==> src/rtl/shcs_pkg.sv <==
package shcs_pkg;
  localparam int SC_NREG    = 8;
  localparam int SC_STAT_W  = 32;
  localparam int SC_NEW_LSB = 8;
  localparam int SC_STL_LSB = 16;

  // Build the status word from the two per-register fields.
  function automatic logic [SC_STAT_W-1:0] pack_status(
    input logic [SC_NREG-1:0] stale,
    input logic [SC_NREG-1:0] fresh
  );
    logic [SC_STAT_W-1:0] w;
    w = '0;
    w[SC_STL_LSB +: SC_NREG] = stale;
    w[SC_NEW_LSB +: SC_NREG] = fresh;
    return w;
  endfunction

  // One-hot of the lowest set bit, zero when none is set.
  function automatic logic [SC_NREG-1:0] lowest_onehot(input logic [SC_NREG-1:0] req);
    logic [SC_NREG-1:0] g;
    g = '0;
    for (int i = SC_NREG - 1; i >= 0; i--) begin
      if (req[i]) begin
        g    = '0;
        g[i] = 1'b1;
      end
    end
    return g;
  endfunction
endpackage

==> src/rtl/shcs_shadow_bank.sv <==
module shcs_shadow_bank #(
  parameter int NREG   = 8,
  parameter int DATA_W = 32
) (
  input  logic                   clk,
  input  logic                   rst_n,
  input  logic [NREG-1:0]        wr_en,
  input  logic [NREG*DATA_W-1:0] wr_data_flat,
  input  logic [NREG-1:0]        copy_done,
  output logic [NREG*DATA_W-1:0] shadow_flat,
  output logic [NREG-1:0]        stale
);
  for (genvar i = 0; i < NREG; i++) begin : g_reg
    always_ff @(posedge clk) begin
      if (!rst_n) begin
        shadow_flat[i*DATA_W +: DATA_W] <= '0;
        stale[i]                        <= 1'b0;
      end else if (wr_en[i]) begin
        // A write wins over a copy of the same register in this cycle.
        shadow_flat[i*DATA_W +: DATA_W] <= wr_data_flat[i*DATA_W +: DATA_W];
        stale[i]                        <= 1'b1;
      end else if (copy_done[i]) begin
        stale[i] <= 1'b0;
      end
    end
  end
endmodule

==> src/rtl/shcs_copy_pick.sv <==
module shcs_copy_pick #(
  parameter int NREG = 8
) (
  input  logic [NREG-1:0] stale,
  input  logic            copy_tick,
  output logic [NREG-1:0] grant
);
  logic [NREG-1:0] lowest;
  always_comb begin
    lowest = '0;
    for (int i = NREG - 1; i >= 0; i--) begin
      if (stale[i]) begin
        lowest    = '0;
        lowest[i] = 1'b1;
      end
    end
    grant = copy_tick ? lowest : '0;
  end
endmodule

==> src/rtl/shcs_persist_bank.sv <==
module shcs_persist_bank #(
  parameter int NREG   = 8,
  parameter int DATA_W = 32
) (
  input  logic                   clk,
  input  logic                   rst_n,
  input  logic [NREG-1:0]        grant,
  input  logic [NREG*DATA_W-1:0] shadow_flat,
  input  logic                   stat_rd,
  output logic [NREG*DATA_W-1:0] pers_flat,
  output logic [NREG-1:0]        fresh
);
  for (genvar i = 0; i < NREG; i++) begin : g_reg
    always_ff @(posedge clk) begin
      if (!rst_n) begin
        pers_flat[i*DATA_W +: DATA_W] <= '0;
        fresh[i]                      <= 1'b0;
      end else if (grant[i]) begin
        pers_flat[i*DATA_W +: DATA_W] <= shadow_flat[i*DATA_W +: DATA_W];
        fresh[i]                      <= 1'b1;
      end else if (stat_rd) begin
        fresh[i] <= 1'b0;
      end
    end
  end
endmodule

==> src/rtl/shadow_copy_seq.sv <==
module shadow_copy_seq #(
  parameter int DATA_W = 32
) (
  input  logic                                   clk,
  input  logic                                   rst_n,
  input  logic [shcs_pkg::SC_NREG-1:0]           wr_en,
  input  logic [shcs_pkg::SC_NREG*DATA_W-1:0]    wr_data_flat,
  input  logic                                   copy_tick,
  input  logic                                   stat_rd,
  output logic [shcs_pkg::SC_STAT_W-1:0]         stat_word,
  output logic [shcs_pkg::SC_NREG*DATA_W-1:0]    pers_q
);
  localparam int NREG = shcs_pkg::SC_NREG;

  logic [NREG*DATA_W-1:0] shadow_flat;
  logic [NREG-1:0]        stale_bits;
  logic [NREG-1:0]        fresh_bits;
  logic [NREG-1:0]        copy_grant;
  logic                   copy_fire;

  assign copy_fire = |copy_grant;

  shcs_shadow_bank #(.NREG(NREG), .DATA_W(DATA_W)) shadow_i (
    .clk          (clk),
    .rst_n        (rst_n),
    .wr_en        (wr_en),
    .wr_data_flat (wr_data_flat),
    .copy_done    (copy_grant),
    .shadow_flat  (shadow_flat),
    .stale        (stale_bits)
  );

  shcs_copy_pick #(.NREG(NREG)) pick_i (
    .stale     (stale_bits),
    .copy_tick (copy_tick),
    .grant     (copy_grant)
  );

  shcs_persist_bank #(.NREG(NREG), .DATA_W(DATA_W)) persist_i (
    .clk         (clk),
    .rst_n       (rst_n),
    .grant       (copy_grant),
    .shadow_flat (shadow_flat),
    .stat_rd     (stat_rd),
    .pers_flat   (pers_q),
    .fresh       (fresh_bits)
  );

  assign stat_word = shcs_pkg::pack_status(stale_bits, fresh_bits);
endmodule

==> config.mk <==
export PLATFORM = sky130hd
export DESIGN_NAME = shadow_copy_seq
export DESIGN_NICKNAME = d
export VERILOG_FILES = /design/src/rtl/shcs_pkg.sv /design/src/rtl/shcs_shadow_bank.sv /design/src/rtl/shcs_copy_pick.sv /design/src/rtl/shcs_persist_bank.sv /design/src/rtl/shadow_copy_seq.sv
export SDC_FILE = /design/constraint.sdc
export NUM_CORES = 1
export LEC_CHECK = 0
export BUFFER_PORTS_ARGS = -buffer_cell sky130_fd_sc_hd__buf_4
export CAP_MARGIN = 20
export CORE_AREA = 3 3 223 225
export CTS_BUF_LIST = sky130_fd_sc_hd__clkbuf_8
export DETAILED_ROUTE_END_ITERATION = 7
export DIE_AREA = 0 0 226 228
export GPL_TIMING_DRIVEN = 0
export PLACE_DENSITY = 0.64
export SLEW_MARGIN = 10
export SYNTH_ARGS = -nofsm -noshare
export SYNTH_HDL_FRONTEND = slang
export SYNTH_SLANG_ARGS = --single-unit
export TNS_END_PERCENT = 5
==> constraint.sdc <==
create_clock -name clk -period 1.6 [get_ports clk]
set_input_delay 0.32 -clock clk [delete_from_list [all_inputs] [get_ports clk]]
set_output_delay 0.32 -clock clk [all_outputs]
set_load 0.005 [all_outputs]
# [Word level (Yosys, flattened, before mapping)]
# Cells that the tools add are included.
[word_totals] regBits=528 out_inout_bits=288 inputBits=268
[op_classes] reduce_logical=16 muxes=34
[ops] operator="2-to-1 mux 8 bit" count=9
[ops] operator="nonzero test 2 bit" count=16
[ops] operator="2-to-1 mux 1 bit" count=25

# [Longest topological paths before layout]
[depth] ltp_word=11 ltp_mapped=6

# [Hierarchy]
# Synthesis repeated with hierarchy kept, for this count alone.
[unflattened] cells_unflattened=1734 area_unflattened_um2=20771.2
[modules_own_cells] mod="shcs_persist_bank" instances=1 area_each_um2=10274.9 cells_per_inst=853
[modules_own_cells] mod="shcs_shadow_bank" instances=1 area_each_um2=10274.9 cells_per_inst=853
[modules_own_cells] mod="shadow_copy_seq" instances=1 area_each_um2=123.9 cells_per_inst=17
[modules_own_cells] mod="shcs_copy_pick" instances=1 area_each_um2=97.6 cells_per_inst=11

# [Worst setup path after synthesis]
# No wires, ideal clock.
[synth_path] path_kind="reg2reg" from="register shadow_i.stale[1]" to="register persist_i.pers_flat[127]" setup_slack_ps=-99 arrival_ps=1567 required_time_ps=1468 stages_incl_launch_ff=7 path_cell_list="dfxtp_1 -> buf_2 -> or4b_1 -> buf_2 -> clkbuf_1 -> o21ai_0 -> a21oi_1"
[synth_via] elab_chain_len=3
[synth_rtl] item="start: declaration" line_no="shcs_shadow_bank.sv:11" source="output logic [NREG-1:0] stale"
[synth_rtl] item="start signal: indexed assignment" line_no="shcs_shadow_bank.sv:17" source="stale[i] <= 1'b0;"
[synth_rtl] item="start signal: indexed assignment" line_no="shcs_shadow_bank.sv:21" source="stale[i] <= 1'b1;"
[synth_rtl] item="start signal: indexed assignment" line_no="shcs_shadow_bank.sv:23" source="stale[i] <= 1'b0;"
[synth_rtl] item="2-to-1 mux 8 bit (2 in a row)" line_no="shcs_copy_pick.sv:12" source="if (stale[i]) begin"
[synth_rtl] item="2-to-1 mux 8 bit" line_no="shcs_copy_pick.sv:17" source="grant = copy_tick ? lowest : '0;"
[synth_rtl] item="end signal: indexed assignment" line_no="shcs_persist_bank.sv:19" source="pers_flat[i*DATA_W +: DATA_W] <= shadow_flat[i*DATA_W +: DATA_W];"
[synth_rtl] item="end: declaration" line_no="shcs_persist_bank.sv:10" source="output logic [NREG*DATA_W-1:0] pers_flat,"
# No other way between the ends.
# A chain may end at the register's enable or synchronous reset.

# [Worst setup path in the final report]
[layout_path] from="register shadow_i.stale[1]" to="register persist_i.pers_flat[124]"
# The elaborated chain is that of the path after synthesis.

==> metrics.txt <==
Core Region=47700 um2; post-synth top area share=55.5%; CTS tree=yes; largest net degree at the start of global routing=12; grt ovf=0; Final Power=29.4 mW; H-Tree Depth=3; flop and latch count out of synthesis=528; Die X=226 um; peak supply drop=762 uV; synth warn=0; worst-path fanout max=10; Starting DRT DRC Count=984; reg2reg end=persist_i.pers_flat[124]; Hold Fails Final Rpt=0; crit path max-delay cell type=or4b_4; worst r2r src=shadow_i.stale[1]; I/O pin cnt=between 500 and 600; DRT antenna net count=0; initial antenna violation count=10; DP HPWL=47.3 mm; worst hold start=stat_rd; CP required=2110 ps; fillers=roughly 3900; hold-critical path endpoint=persist_i.fresh[1]; Starting Density=39.9%; Pleak=about 13 nW; FP Rows=80; design area=between 20000 and 30000 um2; failing checks=setup timing; CTS buffer count=~90; clk root buf=clkbuf_8; maximum clock frequency=572 MHz; clk_lat worst skew=around 670 ps; first-pass GRT wire length=101 mm; PortBufs=529; setup ws final=-148 ps; post-synth top area cell=dfxtp_1; max_cap viols=0; Slew HR=between 40 and 50%; Tmin final=approximately 1700 ps; clock tree sinks=528; Layout Nets=3224; R2R cell count=6; Worst EP arrival=around 2300 ps; DR WL/cell=18.2 um; Post-Syn Area=19100 um2; synthesis-to-finish area growth=52.9%; vias in the first global route=18158; Slew @ Worst Pin=slightly above 800 ps; die area=a little over 50000 um2; Crit path largest cell delay=590 ps; floorplan die height=between 200 and 250 um; RSZ-0062 raised after global routing=yes; share of cells above drive strength 1=approximately 27%; drt drc=0; start point of the critical path=shadow_i.stale[1]; Worst setup SP type=register; Synth cell types=31; worst hold path type=in -> reg; final setup fails=153; flop2flop setup slack=-150 ps; deepest clock path buffer count=3; setup TNS=-11410 ps; fin crit share=109%; GPL Wtd Cong=just under 0.9; most frequent CP cell=buf_12; CTS clk-pin slew, worst paths=roughly 60 ps; WHS Path Cells=3; crit path capture type=register; synth top area cells=dfxtp_1, mux2i_1, nand2_1; Final Skew=slightly below 20 ps; status=finished, violations left; Mapped Avg Cell Area=about 9.3 um2; Mapped Cells=2045; dpl ws=-1630 ps; drt first pass iters=5; Non-Filler Instances=about 3600; Seq/Total Area, Yosys=55.5%; kind of critical path=reg -> reg; CP cell instances=buf_6, or4b_4, buf_12, buf_12, o21ai_2, a21oi_2; final wirelength=66.4 mm; Tot GR Track Use=24.7%; DP Cell Count=about 3200; routed vias=roughly 18000; Placed Instance Area=roughly 24000 um2; fin. max-slew vios=0; post-DR vias/cell=just under 5; Power Density=between 1000 and 1500 nW/um2
how the worst max path moves through the flow:
stage / slack [ps] / cells after the start / end
global placement: -1620 / 6 / shadow_i.shadow_flat[8]
detailed placement: -1630 / 6 / shadow_i.shadow_flat[7]
finish: -150 / 6 / persist_i.pers_flat[124]
CTS: -170 / 8 / persist_i.pers_flat[143]
global route: -190 / 6 / persist_i.pers_flat[189]
floorplan: -20 / 6 / persist_i.pers_flat[110]
area by class of cell:
class,instances,area [um2],area share [%]
Antenna cell,8,20.0,0.0687
Multi-Input combinational cell,1347,7940,27.2
Inverter,4,15.0,0.0515
Sequential cell,528,10600,36.3
Clock buffer,123,1690,5.81
Tap cell,615,769,2.64
Clock inverter,37,193,0.661
Buffer,181,1130,3.89
Timing Repair Buffer,805,6800,23.3
per-stage QoR:
step	hold WS [ps]	util (%)
after floorplan	431	-
after global placement	435	50.1
after detailed placement	442	50.1
after CTS	35.7	60.3
after global routing	58.3	61.0
final	87.6	61.0
routing by layer:
| metal | global-route usage [%] | vias to the layer above | wire, um |
|---|---|---|---|
| met2 | 41.9 | 601 | 32500 |
| li1 | - | 8598 | - |
| met3 | 6.89 | 178 | 4460 |
| met4 | 11.6 | 4 | 2900 |
| met1 | 28.7 | 8490 | 26600 |
| met5 | 0 | - | 27 |
synthesized netlist by cell type:
| master | instances |
|---|---|
| or3b_2 | 2 |
| buf_2 | 12 |
| nand4b_1 | 1 |
| inv_1 | 4 |
| buf_4 | 22 |
| and2_1 | 1 |
| o21a_1 | 3 |
| nor3b_1 | 1 |
| nand3b_1 | 1 |
| or4b_1 | 1 |
| nor4b_4 | 1 |
| buf_1 | 15 |
| nand4bb_1 | 1 |
| clkbuf_1 | 132 |
| a21boi_0 | 1 |
| and3b_1 | 1 |
| o21ai_1 | 9 |
| and3_1 | 2 |
| nand3_1 | 64 |
| conb_1 | 1 |
| a31oi_1 | 2 |
| nand2_1 | 385 |
| nor2_1 | 264 |
| nor3_1 | 1 |
| nand2b_1 | 4 |
| o21ai_0 | 58 |
| nor4bb_1 | 1 |
| dfxtp_1 | 528 |
| a21oi_1 | 171 |
| nor2b_1 | 4 |
| mux2i_1 | 352 |
cells by family after synthesis:
group	after synthesis	share of synthesized area (%)
mux	352	18.5
simple gates	735	15.4
flops	528	55.5
compound gates	244	6.47
other cells	1	0.0197
buf+inv	185	4.16
repair_timing:
action | in CTS | in global routing
hold endpoints to repair | 257 | 0
hold buffers | 257 | 0
cloned | 2 | 2
buffers inserted | 7 | 9
endpoints found under the setup margin | 422 | 310
resized for setup | 136 | 108
pin swaps | 5 | 15
sequential cells by signal, summed over array words and instances, names as in the netlist:
signal,count
persist_i.fresh,8
shadow_i.shadow_flat,256
shadow_i.stale,8
persist_i.pers_flat,256
worst max-delay path: cells and delay by family (launching register included):
family,cells,cell delay [ps]
AOI/OAI and AO/OA,2,220
buffers and inverters,3,450
DFF,1,320
and+or+nand+nor,1,590
cell usage in the layout (no fill, tap or decap), types with 15 or more instances in the layout:
cell type and count:
buf_4 558, clkbuf_2 23, o21ai_1 28, buf_12 17, o21ai_2 26, nand2_1 385, clkbuf_8 125, a21oi_1 166
dlygate4sd3_1 257, buf_1 15, clkbuf_1 80, inv_1 28, mux2i_1 351, nand3_1 64, nor2_1 264, conb_1 16
dfxtp_1 521
power by group:
| part | switching, mW | internal (mW) |
|---|---|---|
| registers | 0.264 | 13.6 |
| clock network | 5.43 | 6.97 |
| logic | 1.49 | 1.64 |
| total | 7.19 | 22.2 |
No activity file was read; power rests on OpenSTA's default activity.
